File: config.mk
export PLATFORM = sky130hd
export DESIGN_NAME = rd_capture_align
export DESIGN_NICKNAME = d
export VERILOG_FILES = /design/src/rtl/rdcap_pkg.sv /design/src/rtl/rdcap_cfg.sv /design/src/rtl/rdcap_delay.sv /design/src/rtl/rdcap_burst.sv /design/src/rtl/rd_capture_align.sv
export SDC_FILE = /design/constraint.sdc
export NUM_CORES = 1
export LEC_CHECK = 0
export BUFFER_PORTS_ARGS = -buffer_cell sky130_fd_sc_hd__buf_2
export CELL_PAD_IN_SITES_DETAIL_PLACEMENT = 1
export CELL_PAD_IN_SITES_GLOBAL_PLACEMENT = 2
export CORE_AREA = 2 2 87 47
export CTS_CLUSTER_DIAMETER = 80
export DETAILED_ROUTE_END_ITERATION = 8
export DIE_AREA = 0 0 89 49
export PLACE_DENSITY_LB_ADDON = 0.1
export SETUP_SLACK_MARGIN = 0.5
export SKIP_LAST_GASP = 1
export SYNTH_ARGS = -nofsm -noshare
export SYNTH_HDL_FRONTEND = slang
export SYNTH_SLANG_ARGS = --single-unit
File: constraint.sdc
create_clock -name clk -period 1.6 [get_ports clk]
set_input_delay 0.16 -clock clk [delete_from_list [all_inputs] [get_ports clk]]
set_output_delay 0.16 -clock clk [all_outputs]
set_load 0.02 [all_outputs]
File: src/rtl/rdcap_pkg.sv
// Package: shared constants and mode-field decoders for the read capture aligner.
// Assumes the latency field sits at bits 6:4 and the length field at bits 2:0.
package rdcap_pkg;
    localparam int CODE_W  = 3;
    localparam int LAT_LSB = 4;
    localparam int BL_LSB  = 0;
    localparam int MAX_CL  = 3;
    localparam int LAT_W   = $clog2(MAX_CL + 1);
    localparam int CNT_W   = 3;

    // Returns the latency in clocks, or zero for a reserved code.
    function automatic logic [LAT_W-1:0] lat_of(input logic [CODE_W-1:0] code);
        case (code)
            3'b010:  lat_of = LAT_W'(2);
            3'b011:  lat_of = LAT_W'(3);
            default: lat_of = '0;
        endcase
    endfunction

    // Returns burst length minus one for codes 000..011.
    function automatic logic [CNT_W-1:0] blm1_of(input logic [CODE_W-1:0] code);
        case (code[1:0])
            2'b00:   blm1_of = CNT_W'(0);
            2'b01:   blm1_of = CNT_W'(1);
            2'b10:   blm1_of = CNT_W'(3);
            default: blm1_of = CNT_W'(7);
        endcase
    endfunction
endpackage

File: src/rtl/rdcap_cfg.sv
// Module: rdcap_cfg
// Holds the controller's copy of the mode word and decodes latency and burst length.
// Assumes: busy covers every cycle in which a read is outstanding; loads then are dropped.
module rdcap_cfg
    import rdcap_pkg::*;
#(
    parameter int MODE_W = 12,
    parameter logic [MODE_W-1:0] RST_MODE = MODE_W'(12'h020)
) (
    input  logic                clk,
    input  logic                rst_n,
    input  logic                mode_load,
    input  logic [MODE_W-1:0]   mode_word,
    input  logic                busy,
    output logic [LAT_W-1:0]    lat,
    output logic [CNT_W-1:0]    bl_m1,
    output logic                cfg_err,
    output logic                load_reject
);
    logic [MODE_W-1:0] mode_q;
    logic [LAT_W-1:0]  lat_raw;
    logic [CODE_W-1:0] bl_code;

    // Accept a new mode word only while idle; flag a dropped load.
    always_ff @(posedge clk) begin
        if (!rst_n) begin
            mode_q      <= RST_MODE;
            load_reject <= 1'b0;
        end else begin
            if (mode_load && !busy) mode_q <= mode_word;
            load_reject <= mode_load && busy;
        end
    end

    // Decode the two fields; fall back to latency 2 on a reserved code.
    always_comb begin
        lat_raw = lat_of(mode_q[LAT_LSB +: CODE_W]);
        bl_code = mode_q[BL_LSB +: CODE_W];
        bl_m1   = blm1_of(bl_code);
        cfg_err = (lat_raw == '0) || bl_code[CODE_W-1];
        lat     = (lat_raw == '0) ? LAT_W'(2) : lat_raw;
    end
endmodule

File: src/rtl/rdcap_delay.sv
// Module: rdcap_delay
// Shift line of read requests and tags, tapped at CL-1 (burst launch) and CL-2 (bus drive start).
// Assumes: 2 <= lat <= MAX_CL.
module rdcap_delay
    import rdcap_pkg::*;
#(
    parameter int TAG_W = 4
) (
    input  logic             clk,
    input  logic             rst_n,
    input  logic             rd_req,
    input  logic [TAG_W-1:0] rd_tag,
    input  logic [LAT_W-1:0] lat,
    output logic             launch_vld,
    output logic [TAG_W-1:0] launch_tag,
    output logic             early_vld,
    output logic             busy
);
    localparam int DEPTH = MAX_CL - 1;
    localparam int NTAP  = 1 << LAT_W;

    logic [DEPTH-1:0] vld_q;
    logic [TAG_W-1:0] tag_q [DEPTH];
    logic [NTAP-1:0]  tap_v;
    logic [TAG_W-1:0] tap_t [NTAP];
    logic [LAT_W-1:0] launch_idx;
    logic [LAT_W-1:0] early_idx;

    assign tap_v[0] = rd_req;
    assign tap_t[0] = rd_tag;

    for (genvar k = 0; k < DEPTH; k++) begin : g_stage
        // Advance one request slot per clock.
        always_ff @(posedge clk) begin
            if (!rst_n) begin
                vld_q[k] <= 1'b0;
                tag_q[k] <= '0;
            end else begin
                vld_q[k] <= tap_v[k];
                tag_q[k] <= tap_t[k];
            end
        end
        assign tap_v[k+1] = vld_q[k];
        assign tap_t[k+1] = tag_q[k];
    end

    for (genvar k = DEPTH + 1; k < NTAP; k++) begin : g_pad
        assign tap_v[k] = 1'b0;
        assign tap_t[k] = '0;
    end

    // Pick the taps that match the programmed latency.
    always_comb begin
        launch_idx = lat - LAT_W'(1);
        early_idx  = lat - LAT_W'(2);
        launch_vld = tap_v[launch_idx];
        launch_tag = tap_t[launch_idx];
        early_vld  = tap_v[early_idx];
        busy       = |vld_q;
    end
endmodule

File: src/rtl/rdcap_burst.sv
// Module: rdcap_burst
// Beat counter: a start loads the length and tag; a later start overrides a running burst.
// Assumes: bl_m1 is the burst length minus one.
module rdcap_burst
    import rdcap_pkg::*;
#(
    parameter int TAG_W = 4
) (
    input  logic             clk,
    input  logic             rst_n,
    input  logic             start,
    input  logic [TAG_W-1:0] start_tag,
    input  logic [CNT_W-1:0] bl_m1,
    output logic             cap_en,
    output logic [TAG_W-1:0] cap_tag,
    output logic             active
);
    logic [CNT_W-1:0] remain_q;

    // Issue one capture enable per beat, restarting on every launch.
    always_ff @(posedge clk) begin
        if (!rst_n) begin
            cap_en   <= 1'b0;
            cap_tag  <= '0;
            remain_q <= '0;
        end else if (start) begin
            cap_en   <= 1'b1;
            cap_tag  <= start_tag;
            remain_q <= bl_m1;
        end else if (remain_q != '0) begin
            cap_en   <= 1'b1;
            remain_q <= remain_q - CNT_W'(1);
        end else begin
            cap_en   <= 1'b0;
        end
    end

    assign active = (remain_q != '0);
endmodule

File: src/rtl/rd_capture_align.sv
// Module: rd_capture_align (top)
// Aligns SDRAM read beats to their READ commands using the programmed latency and length.
// Assumes: rd_req is high for one cycle per READ the device registers at the same edge.
module rd_capture_align
    import rdcap_pkg::*;
#(
    parameter int TAG_W  = 4,
    parameter int MODE_W = 12
) (
    input  logic              clk,
    input  logic              rst_n,
    input  logic              rd_req,
    input  logic [TAG_W-1:0]  rd_tag,
    input  logic              mode_load,
    input  logic [MODE_W-1:0] mode_word,
    output logic              cap_en,
    output logic [TAG_W-1:0]  cap_tag,
    output logic              dq_start,
    output logic              cfg_err,
    output logic              load_reject
);
    logic [LAT_W-1:0] lat_cyc;
    logic [CNT_W-1:0] bl_m1;
    logic             launch_vld;
    logic [TAG_W-1:0] launch_tag;
    logic             early_vld;
    logic             dly_busy;
    logic             burst_active;
    logic             burst_start;
    logic             any_busy;

    assign any_busy    = rd_req || dly_busy || burst_active;
    assign burst_start = launch_vld && !cfg_err;

    rdcap_cfg #(.MODE_W(MODE_W)) u_cfg (
        .clk(clk), .rst_n(rst_n), .mode_load(mode_load), .mode_word(mode_word),
        .busy(any_busy), .lat(lat_cyc), .bl_m1(bl_m1), .cfg_err(cfg_err),
        .load_reject(load_reject)
    );

    rdcap_delay #(.TAG_W(TAG_W)) u_dly (
        .clk(clk), .rst_n(rst_n), .rd_req(rd_req), .rd_tag(rd_tag), .lat(lat_cyc),
        .launch_vld(launch_vld), .launch_tag(launch_tag), .early_vld(early_vld),
        .busy(dly_busy)
    );

    rdcap_burst #(.TAG_W(TAG_W)) u_bst (
        .clk(clk), .rst_n(rst_n), .start(burst_start), .start_tag(launch_tag),
        .bl_m1(bl_m1), .cap_en(cap_en), .cap_tag(cap_tag), .active(burst_active)
    );

    // Register the bus drive-start pulse one cycle ahead of the first beat.
    always_ff @(posedge clk) begin
        if (!rst_n) dq_start <= 1'b0;
        else        dq_start <= early_vld && !cfg_err;
    end
endmodule

# Word level (Yosys, flattened, before mapping)
# Memory sizes are Yosys's and may differ from the RTL's.
# Index checks and enable logic that the tools add are counted.
# W data, S select, Z words.
[totals]
memories = 1
output_inout_bits = 8
romBits = 0
latchBits = 0
mem_bits_rw = 8
register_bits = 19
wordCells = 54
[classes]
order_cmp = 3
reduce_logical = 14
shifts = 0
n_addsub = 3
eq_ne = 4
div_mod_pow = 0
bitwise_logic = 3
mux = 18
mul = 0
[mem_list]
columns = ["name", "words", "width", "read_ports", "rd_clocked_by_memory_dff", "write_ports", "line_no", "source"]
rows = [
  ["u_dly.tag_q", 2, 4, 2, 0, 2, "rdcap_delay.sv:23", "logic [TAG_W-1:0] tag_q [DEPTH];"],
]
[op_table]
columns = ["cell", "count"]
rows = [
  ["$mux W4", 4],
  ["$pmux W3 S3", 1],
  ["$bmux W4 S2", 1],
  ["$eq A3 B2 Y1 const B", 2],
  ["$lt A2 B3 Y1 const B", 2],
  ["$mux W1", 6],
  ["$mux W3", 2],
  ["$bmux W1 S2", 2],
  ["$logic_and A1 B1 Y1", 4],
  ["$logic_not A2 Y1", 2],
  ["$pmux W2 S2", 1],
  ["$ge A3 B3 Y1 const B", 1],
  ["$logic_or A1 B1 Y1", 3],
  ["$not A2 Y3", 1],
  ["$reduce_bool A3 Y1", 1],
  ["$sub A3 B1 Y3 const B", 1],
  ["$eq A2 B1 Y1 const B", 1],
  ["$eq A2 B2 Y1 const B", 1],
  ["$logic_not A1 Y1", 2],
  ["$mux W2", 1],
  ["$or A1 B1 Y1", 2],
  ["$reduce_bool A2 Y1", 1],
  ["$reduce_or A2 Y1", 1],
  ["$sub A2 B1 Y2 const B", 1],
  ["$sub A2 B2 Y2 const B", 1],
]

# Longest topological paths before layout
# Gate-level depths: netlist (run 1).
[depth]
depth_word = 9
mapped_depth = 6
depth_no_buf = 5

# Hierarchy
# From an unflattened synthesis (run 1), not the netlist that was laid out.
[hier_totals]
hier_cells = 116
hier_area_um2 = 1187.4
[by_module_without_submodules]
columns = ["mod", "seq_area_each_um2", "n_inst", "cells_per_inst", "area_per_inst_um2"]
rows = [
  ["rdcap_delay", 200.2, 1, 40, 427.9],
  ["rdcap_burst", 160.2, 1, 36, 392.9],
  ["rdcap_cfg", 140.1, 1, 36, 325.3],
  ["rd_capture_align", 20.0, 1, 4, 41.3],
]

# Worst setup path before layout (run 1)
# OpenSTA, ideal clock, no wires.
[synth_path]
kind = "flip-flop to flip-flop"
startpoint = "register u_cfg.mode_q[4]"
endpoint = "register u_bst.remain_q[0]"
path_slack_ps = 228
setup_ps = 116
n_path_buf = 2
arrival_ps = 1256
required_time_ps = 1484
stages_incl_launch_ff = 6
path_cell_list = "dfxtp_1 buf_6 mux2_4 and2_4 buf_6 o211a_1"
[synth_via]
elab_chain_len = 9
elab_cells_between_ends = 13
classes_between = "add/sub (1); eq/ne (2); mux (5); reduce/logical (5)"
[synth_rtl]
columns = ["item", "line_no", "source"]
rows = [
  ["start, declared", "rdcap_cfg.sv:20", "logic [MODE_W-1:0] mode_q;"],
  ["start signal, assigned", "rdcap_cfg.sv:30", "if (mode_load && !busy) mode_q <= mode_word;"],
  ["$eq A3 B2 Y1", "rdcap_pkg.sv:13", "case (code)"],
  ["$pmux W2 S2 (*)", "rdcap_pkg.sv:13", ""],
  ["$logic_not A2 Y1", "rdcap_cfg.sv:40, rdcap_cfg.sv:41", ""],
  ["$mux W2", "rdcap_cfg.sv:41", "lat = (lat_raw == '0) ? LAT_W'(2) : lat_raw;"],
  ["$sub A2 B1 Y2", "rdcap_delay.sv:54", "launch_idx = lat - LAT_W'(1);"],
  ["$bmux W1 S2", "rdcap_delay.sv:56", "launch_vld = tap_v[launch_idx];"],
  ["$mux W1 (implied by the code)", "rdcap_delay.sv:56", ""],
  ["$logic_and A1 B1 Y1 (*)", "rd_capture_align.sv:33", "assign burst_start = launch_vld && !cfg_err;"],
  ["$mux W3 or $reduce_bool A2 Y1 (tied branches)", "n/a", ""],
  ["end signal, assigned", "rdcap_burst.sv:29", "remain_q <= bl_m1;"],
  ["end signal, assigned", "rdcap_burst.sv:32", "remain_q <= remain_q - CNT_W'(1);"],
  ["end, declared", "rdcap_burst.sv:18", "logic [CNT_W-1:0] remain_q;"],
]
# Every way passes the cells marked *; elsewhere a longest branch is shown, timed or not. The select of a mux whose other input is x is not followed.
# A chain may end at the register's enable or synchronous reset.

# Worst setup path in the final report (run 1)
[layout_path]
startpoint = "register u_cfg.mode_q[2]"
endpoint = "output port cfg_err"
[layout_via]
elab_chain_len = 1
[layout_rtl]
columns = ["item", "line_no", "source"]
rows = [
  ["$logic_or A1 B1 Y1", "rdcap_cfg.sv:40", "cfg_err = (lat_raw == '0) || bl_code[CODE_W-1];"],
  ["end, declared", "rd_capture_align.sv:19", "output logic cfg_err,"],
]
# Every way passes these cells.

==> results.txt, run 1 <==
----------------------------------------------------
[CTS]
  Largest buffer count on any clock path ... 2
  Later-pin clock latency in the skew report ... 270 ps
  CTS tree ... built
  Total clock buffers created by CTS ... 3
  Clk slew on worst S/H paths ... 90 ps
  CTS Sinks ... 26
  Clock tree root driver cell ... sky130_fd_sc_hd__clkbuf_8
  Level count of the clock H-tree ... 1

[Power and ir drop]
  Proportion of power drawn by flip-flops and latches ... 38.6%
  Internal Dissipation ... 1.450 mW
  Switch share ... 30.91%
  Net switching component of the power ... 0.6488 mW
  Static power due to leakage ... 0.5848 nW
  Part of the total power dissipated in the clock network ... 26.1%
  Power per unit of standard cell area ... 1470 nW/um^2
  IR drop worst, VDD ... 0.0003571 V
  Comb power frac ... 35.2%

[Worst setup path]
  Maximum fanout along the worst path ... 2
  Critical Path Sink Type ... output port
  Register-to-register path setup slack ... 340 ps
  Worst path arrival time ... 1110 ps
  Type of the worst setup path ... flop to output port
  Endpoint required time on the critical path ... 1440 ps
  Element type at the critical path start ... flop

[Timing]
  Clock period minus worst slack ... 1271 ps
  Pins over their slew limit ... 0
  Share of the cycle needed by the critical path after routing ... 79.41%
  Number of failing hold endpoints at the final stage ... 0
  Max-slew headroom at the worst pin ... 66.97%
  Slew at the pin closest to its max-slew limit ... 494.9 ps
  Unrepaired setup endpoints after global routing ... yes
  Setup violation total in the final timing report ... 0
  Achievable clock frequency ... 787.0 MHz
  Clk_skew ... 2.083 ps
  Setup TNS ... 0 ps
  Fin Hold WS ... 76.46 ps

[Route]
  Average wire per cell in the routed design ... 14.14 um
  Sum of routed wire length over all layers ... 2701 um
  Number of vias per cell ... 4.571
  Number of iterations in the first detailed-routing pass ... 4
  Antenna-violating nets left ... 0
  Via count ... 873
  Remaining routing DRC violations ... 0
  Number of DRC violations after detailed-routing iteration 0 ... 22

[Global route]
  Grt ovf ... 0
  Total routing resource utilization after global routing ... 13.48%
  First-pass GRT wire length ... 4374 um
  Via count of the first global-routing pass ... 881
  Antenna violations before repair ... 0
  Pin count of the biggest net entering global routing ... 16

[Layout]
  Most frequent cells in the layout ... sky130_fd_sc_hd__dfxtp_1 (20), sky130_fd_sc_hd__buf_2 (20), sky130_fd_sc_hd__buf_4 (11), sky130_fd_sc_hd__and2_1 (10), sky130_fd_sc_hd__nand3_1 (9)
  Post-Layout Cell Count ... 191
  Count of inserted antenna diode cells ... 0
  Nets@finish ... 160
  Area overhead of the layout relative to synthesis ... 35.03%
  Fraction of layout instances using a drive strength above 1 ... 45.26%

[Synth]
  Sequential area share after synthesis ... 49.23%
  Yosys warning count ... 0
  Instance count of the mapped netlist ... 105
  Cell taking the most area after synthesis ... sky130_fd_sc_hd__dfxtp_1
  Average instance area after synthesis ... 10.07 um^2
  Number of nets produced by synthesis ... 127
  Number of distinct library cells after synthesis ... 31
  Number of flip-flops and latches in the synthesized netlist ... 26
  Cell area after technology mapping ... 1057 um^2
  Synth area leaders ... sky130_fd_sc_hd__dfxtp_1 (49%), sky130_fd_sc_hd__and2_1 (5.9%), sky130_fd_sc_hd__a21oi_1 (5.2%)
  Share of the synthesized area in the top cell type ... 49.23%

[Floorplan]
  Die Height ... 49 um
  Std-Cell Core Area ... 3684 um^2
  Width of the die ... 89 um
  Boundary Pins ... 28
  Number of standard-cell rows in the floorplan ... 16
  Die area ... 4361 um^2
  Initial cell density of the core ... 28.70%

[Place]
  Instance count after placement with tap cells included ... 177
  Number of port buffers ... 21
  RePlAce Congestion ... 0.7265
  Final HPWL from detailed placement ... 1731 um

[Outcome]
  Outcome ... finished clean

[Worst hold path]
  Worst min path class ... primary input to flop

[Flow run]
  Max-Cap Viols ... 0

----------------------------------------------------
==> power groups by stage <==
stage / sequential, mW / clock [mW] / combinational, mW
finish: 0.811 / 0.549 / 0.740
detailed placement: 0.807 / 0 / 0.602
global route: 0.832 / 0.594 / 0.823
CTS: 0.802 / 0.564 / 0.718
floorplan: 0.833 / 0 / 0.421
global placement: 0.805 / 0 / 0.600
==> cell type report <==
type,instances,area [um^2]
inverter,4,15.01
clock inverter,1,30.03
fill,434,2256
multi-input combinational,69,525.5
clock buffer,3,41.29
sequential,26,528.0
tap,54,67.56
timing repair buffer,34,220.2
==> what timing repair did <==
item	CTS	global route
setup endpoints to repair	16	16
pin swaps	10	12
hold buffers	0	0
setup buffers	8	2
gates resized for setup	18	7
==> Yosys cell counts <==
master / number
sky130_fd_sc_hd__inv_2: 1
sky130_fd_sc_hd__nor3b_1: 3
sky130_fd_sc_hd__and3b_1: 1
sky130_fd_sc_hd__clkbuf_1: 3
sky130_fd_sc_hd__a21oi_2: 1
sky130_fd_sc_hd__nor2_1: 1
sky130_fd_sc_hd__and2_4: 1
sky130_fd_sc_hd__mux2i_1: 5
sky130_fd_sc_hd__o21ai_0: 6
sky130_fd_sc_hd__or3_1: 1
sky130_fd_sc_hd__nand2b_1: 1
sky130_fd_sc_hd__buf_6: 2
sky130_fd_sc_hd__and2_1: 10
sky130_fd_sc_hd__a21oi_1: 11
sky130_fd_sc_hd__a211oi_2: 4
sky130_fd_sc_hd__nor2b_1: 2
sky130_fd_sc_hd__nor3_1: 2
sky130_fd_sc_hd__o2bb2ai_1: 1
sky130_fd_sc_hd__nand4_1: 1
sky130_fd_sc_hd__a221o_1: 1
sky130_fd_sc_hd__nand3_1: 9
sky130_fd_sc_hd__dfxtp_1: 26
sky130_fd_sc_hd__inv_1: 3
sky130_fd_sc_hd__mux2_4: 1
sky130_fd_sc_hd__o211a_1: 1
sky130_fd_sc_hd__nand2_1: 1
sky130_fd_sc_hd__o21a_1: 1
sky130_fd_sc_hd__ha_1: 2
sky130_fd_sc_hd__xnor2_1: 1
sky130_fd_sc_hd__nand3b_1: 1
sky130_fd_sc_hd__buf_2: 1
==> sequential cells by signal, indices dropped and copies added (netlist names) <==
register / flops
u_cfg.load_reject: 1
u_bst.cap_en: 1
u_dly.tag_q: 8
dq_start: 1
u_bst.cap_tag: 4
u_bst.remain_q: 3
u_dly.tap_v: 2
u_cfg.mode_q: 6
==> path summary, 6_finish.rpt <==
path                                 from                             end  cells after the start
min reg2reg  u_dly.tag_q[0][0]$_SDFF_PN0_    u_dly.tag_q[1][0]$_SDFF_PN0_                      1
min                             rd_tag[2]    u_dly.tag_q[0][2]$_SDFF_PN0_                      2
max reg2reg  u_cfg.mode_q[5]$_SDFFE_PN1P_  u_bst.remain_q[1]$_SDFFE_PN0P_                      5
max          u_cfg.mode_q[2]$_SDFFE_PN0P_                         cfg_err                      4
==> worst max-delay path, cell delays in order (launching register included) <==
cell and delay, ps:
sky130_fd_sc_hd__dfxtp_2 330, sky130_fd_sc_hd__nor3b_2 200, sky130_fd_sc_hd__buf_4 150, sky130_fd_sc_hd__inv_2 40, sky130_fd_sc_hd__buf_6 120
==> per-layer routing <==
layer | share of wire, % | up-vias | global-route usage [%]
li1 | - | 429 | -
met1 | 48 | 422 | 18.82
met2 | 46 | 22 | 19.53
met3 | 5.8 | 0 | 5.415
met4 | 0 | 0 | 2.985
met5 | 0 | - | 0
==> through the flow <==
step / util [%] / setup WS, ps / instance area (um^2) / power, mW
4_1_cts: 38.01 / 321.3 / 1400 / 2.084
5_1_grt: 38.76 / 294.2 / 1428 / 2.249
3_3_place_gp: 33.32 / 333.9 / 1227 / 1.404
6_report: 38.76 / 329.4 / 1428 / 2.099
2_1_floorplan: - / 252.7 / 1072 / 1.254
3_5_place_dp: 33.32 / 318.1 / 1227 / 1.410
==> kinds of logic after synthesis <==
family / after synthesis / synth area share [%]
flops: 26 / 49.23
buf+inv: 10 / 5.088
xor+xnor: 1 / 0.8286
mux: 6 / 6.154
compound gates: 26 / 17.04
fa+ha+maj: 2 / 2.366
simple gates: 34 / 19.29
Note: power is estimated with default switching activity, not from simulation.
==> run 2: changes to the inputs <==
--- a/config.mk
+++ b/config.mk
@@ -5,13 +5,14 @@
 export SDC_FILE = /design/constraint.sdc
 export NUM_CORES = 1
 export LEC_CHECK = 0
+export ABC_AREA = 1
 export BUFFER_PORTS_ARGS = -buffer_cell sky130_fd_sc_hd__buf_2
 export CELL_PAD_IN_SITES_DETAIL_PLACEMENT = 1
 export CELL_PAD_IN_SITES_GLOBAL_PLACEMENT = 2
-export CORE_AREA = 2 2 87 47
+export CORE_AREA = 2 2 96 52
 export CTS_CLUSTER_DIAMETER = 80
 export DETAILED_ROUTE_END_ITERATION = 8
-export DIE_AREA = 0 0 89 49
+export DIE_AREA = 0 0 98 54
 export PLACE_DENSITY_LB_ADDON = 0.1
 export SETUP_SLACK_MARGIN = 0.5
 export SKIP_LAST_GASP = 1
==> constraint.sdc (replaced) <==
create_clock -name clk -period 1.1 [get_ports clk]
set_input_delay 0.11 -clock clk [delete_from_list [all_inputs] [get_ports clk]]
set_output_delay 0.11 -clock clk [all_outputs]
set_load 0.02 [all_outputs]
==> run 2 against run 1 <==
The flow now finishes with violations (setup timing). Sequential cell count unchanged. Worst hold slack got worse by 67 ps. Register-to-register slack worse by 430 ps. Clock power rose by 16%. Synthesized area grew 1.2%. Synthesized cell count up 30%. Combinational power rose by 69%. Sequential power is 45% higher. Critical path type is now flop to flop. Critical endpoint is now u_cfg.mode_q[1]$_SDFFE_PN0P_.
==> results.txt, run 2 <==
----------------------------------------------------
[CTS]
  CTS tree ... built
  CTS Sinks ... 26 (unchanged)
  Largest buffer count on any clock path ... 2 (unchanged)
  Level count of the clock H-tree ... 1 (unchanged)
  Total clock buffers created by CTS ... 3 (unchanged)
  Clock tree root driver cell ... sky130_fd_sc_hd__clkbuf_8
  Clk slew on worst S/H paths ... 90 ps (about the same)
  Later-pin clock latency in the skew report ... 270 ps (about the same)

[Route]
  Number of iterations in the first detailed-routing pass ... 2 (-2)
  Remaining routing DRC violations ... 0 (unchanged)
  Number of vias per cell ... 4.042 (-12%)
  Average wire per cell in the routed design ... 11.61 um (-18%)
  Via count ... 954 (+9.3%)
  Number of DRC violations after detailed-routing iteration 0 ... 4 (-82%)
  Antenna-violating nets left ... 0 (unchanged)
  Sum of routed wire length over all layers ... 2740 um (+1.4%)

[Synth]
  Cell area after technology mapping ... 1070 um^2 (+1.2%)
  Number of flip-flops and latches in the synthesized netlist ... 26 (unchanged)
  Number of nets produced by synthesis ... 159 (+25%)
  Top FF cell, synth ... sky130_fd_sc_hd__dfxtp_1
  Post-synth ARST share ... 0% (unchanged)
  Yosys warning count ... 0 (unchanged)
  Instance count of the mapped netlist ... 137 (+30%)
  Share of the synthesized area in the top cell type ... 48.65% (-0.58 points)
  Number of synthesized flops with an enable pin ... 0 (unchanged)
  Sequential area share after synthesis ... 48.65% (-0.58 points)
  Average instance area after synthesis ... 7.809 um^2 (-22%)
  Cell taking the most area after synthesis ... sky130_fd_sc_hd__dfxtp_1
  Most common cell in the netlist ... sky130_fd_sc_hd__nand2_1
  Synth top cells by count ... sky130_fd_sc_hd__nand2_1 (40), sky130_fd_sc_hd__dfxtp_1 (26), sky130_fd_sc_hd__inv_1 (23), sky130_fd_sc_hd__a21oi_1 (10), sky130_fd_sc_hd__nor2_1 (10)
  Synth area leaders ... sky130_fd_sc_hd__dfxtp_1 (49%), sky130_fd_sc_hd__nand2_1 (14%), sky130_fd_sc_hd__inv_1 (8.1%)
  Number of distinct library cells after synthesis ... 23 (-26%)

[Global route]
  Via count of the first global-routing pass ... 1015 (+15%)
  Total routing resource utilization after global routing ... 11.74% (-1.7 points)
  Antenna violations before repair ... 0 (unchanged)
  First-pass GRT wire length ... 4671 um (+6.8%)
  Pin count of the biggest net entering global routing ... 16 (unchanged)
  Grt ovf ... 0 (unchanged)

[Worst setup path]
  Worst path arrival time ... 1410 ps (+300 ps)
  Cell depth of the worst flop-to-flop path ... 8 (+3)
  Critical Path Sink Type ... flop
  Maximum fanout along the worst path ... 7 (+5)
  Type of the worst setup path ... flop to flop
  Element type at the critical path start ... flop
  Endpoint required time on the critical path ... 1310 ps (-130 ps)
  Register-to-register path setup slack ... -90 ps (-430 ps)
  Worst reg2reg startpoint ... u_bst.remain_q[1]$_SDFFE_PN0P_
  Worst R2R End ... u_cfg.mode_q[1]$_SDFFE_PN0P_

[Layout]
  Largest registers in the final layout ... u_dly.tag_q: 8 flops, u_cfg.mode_q: 6 flops, u_bst.cap_tag: 4 flops
  Count of inserted antenna diode cells ... 0 (unchanged)
  Utilization after layout ... 33.66% (-5.1 points)
  Fraction of layout instances using a drive strength above 1 ... 43.18% (-2.1 points)
  Area overhead of the layout relative to synthesis ... 43.86%
  Flip-flop count of the largest register, all copies and words added ... 8 (unchanged)
  Largest register by flop count ... u_dly.tag_q
  Nets@finish ... 199 (+24%)
  Most frequent cells in the layout ... sky130_fd_sc_hd__nand2_1 (39), sky130_fd_sc_hd__inv_1 (17), sky130_fd_sc_hd__buf_4 (15)
  Most common cell after layout, fill and taps aside ... sky130_fd_sc_hd__nand2_1
  Post-Layout Cell Count ... 236 (+24%)

[Timing]
  Setup violation total in the final timing report ... 11 (+11)
  Achievable clock frequency ... 838.8 MHz
  Clock period minus worst slack ... 1192 ps
  Number of failing hold endpoints at the final stage ... 0 (unchanged)
  Slew at the pin closest to its max-slew limit ... 286.1 ps (-208.7 ps)
  Pins over their slew limit ... 0 (unchanged)
  Unrepaired setup endpoints after global routing ... yes
  Share of the cycle needed by the critical path after routing ... 108.4%
  Max-slew headroom at the worst pin ... 80.93% (+14 points)
  Clk_skew ... 2.073 ps (-0.009520 ps)
  Worst Setup Slack, final ... -92.22 ps (-421.6 ps)

[Power and ir drop]
  Proportion of power drawn by flip-flops and latches ... 38.5% (about the same)
  Switch share ... 34.35% (+3.4 points)
  Static power due to leakage ... 0.7527 nW (+29%)
  Internal Dissipation ... 2.010 mW (+39%)
  Part of the total power dissipated in the clock network ... 20.8% (-5.3 points)
  Power per unit of standard cell area ... 1989 nW/um^2 (+35%)
  IR drop worst, VDD ... 0.0004458 V (+25%)
  Overall power consumption ... 3.061 mW (+46%)
  Net switching component of the power ... 1.051 mW (+62%)
  Comb power frac ... 40.7% (+5.5 points)

[Place]
  Number of port buffers ... 21 (unchanged)
  Final HPWL from detailed placement ... 2194 um (+27%)
  RePlAce Congestion ... 0.7326 (+0.84%)
  Instance count after placement with tap cells included ... 229 (+29%)

[Flow run]
  Max-Cap Viols ... 0 (unchanged)

[Worst hold path]
  Worst min path class ... primary input to flop
  Startpoint of the most critical hold path ... rd_tag[1]
  Worst hold path endpoint ... u_dly.tag_q[0][1]$_SDFF_PN0_
  Number of cells on the worst hold path ... 3 (+1)

[Outcome]
  Outcome ... finished with violations
  Violations in the final reports ... setup timing

[Floorplan]
  Number of standard-cell rows in the floorplan ... 18 (+2)
  Boundary Pins ... 28 (unchanged)
  Initial cell density of the core ... 23.40% (-5.3 points)
  Width of the die ... 98 um (+10%)
  Std-Cell Core Area ... 4572 um^2 (+24%)
  Die Height ... 54 um (+10%)
  Die area ... 5292 um^2 (+21%)

----------------------------------------------------
## run 2: worst max-delay path by stage
stage,startpoint,end,slack [ps],cells past startpoint
detailed placement,u_bst.remain_q[1]$_SDFFE_PN0P_,u_cfg.mode_q[4]$_SDFFE_PN0P_,-150,8
finish,u_bst.remain_q[1]$_SDFFE_PN0P_,u_cfg.mode_q[1]$_SDFFE_PN0P_,-90,8
global placement,u_bst.remain_q[0]$_SDFFE_PN0P_,u_bst.remain_q[1]$_SDFFE_PN0P_,-100,10
floorplan,u_bst.remain_q[0]$_SDFFE_PN0P_,u_cfg.mode_q[0]$_SDFFE_PN0P_,-30,8
global route,u_bst.remain_q[1]$_SDFFE_PN0P_,u_cfg.mode_q[6]$_SDFFE_PN0P_,-220,8
CTS,u_bst.remain_q[1]$_SDFFE_PN0P_,u_cfg.mode_q[2]$_SDFFE_PN0P_,-100,8
## run 2: per-layer routing
layer / share of wire [%] / GRT usage (%) / up-vias
met2: 39 / 18.04 / 18
met3: 5.3 / 4.675 / 4
met5: 0 / 0 / -
li1: - / - / 500
met1: 54 / 15.38 / 432
met4: 1.4 / 3.472 / 0
## run 2: logic make-up after synthesis
group | Yosys count | share of synthesized area, %
flops | 26 | 48.66
fa+ha+maj | 2 | 2.339
compound gates | 20 | 10.29
simple gates | 62 | 27.84
xor+xnor | 1 | 0.8189
buf+inv | 26 | 10.06
## run 2: per-stage QoR
| stage | setup TNS [ps] | worst slack [ps] | instance area, um^2 | hold WS, ps |
|---|---|---|---|---|
| 6_report | -638.6 | -92.22 | 1539 | 9.605 |
| 5_1_grt | -2027 | -221.8 | 1539 | 3.245 |
| 4_1_cts | -966.6 | -96.49 | 1501 | -5.393 |
| 3_5_place_dp | -1062 | -145.1 | 1364 | 299.7 |
| 3_3_place_gp | -664.9 | -102.7 | 1364 | 290.4 |
| 2_1_floorplan | -198.5 | -33.36 | 1107 | 203.5 |
## run 2: worst max-delay path, cell delays in order, from the launching register on
cell and delay, ps:
sky130_fd_sc_hd__dfxtp_2 330, sky130_fd_sc_hd__inv_2 70, sky130_fd_sc_hd__ha_4 140, sky130_fd_sc_hd__nand2_4 50, sky130_fd_sc_hd__nor2_4 110, sky130_fd_sc_hd__nand4_4 140
sky130_fd_sc_hd__inv_4 110, sky130_fd_sc_hd__nand2_1 50, sky130_fd_sc_hd__a21oi_1 120
## run 2: final cells by class
cell class	instances	area [um^2]
timing repair buffer	37	279.0
clock buffer	4	55.05
sequential	26	536.8
fill	552	3033
inverter	24	97.59
tap	60	75.07
multi-input combinational	85	495.5
## run 2: what timing repair did
| action | 4_1_cts | 5_1_grt |
|---|---|---|
| buffers inserted | 1 | 2 |
| pin swaps | 7 | 4 |
| cloned | 0 | 0 |
| resized for setup | 31 | 7 |
| setup endpoints to repair | 25 | 25 |
| hold endpoints to repair | 2 | 0 |
## run 2: power groups by stage
stage | clock network (mW) | registers (mW) | logic [mW]
CTS | 0.680 | 1.18 | 1.20
global placement | 0 | 1.16 | 1.08
global route | 0.713 | 1.20 | 1.39
detailed placement | 0 | 1.17 | 1.10
finish | 0.637 | 1.18 | 1.25
floorplan | 0 | 1.21 | 0.654
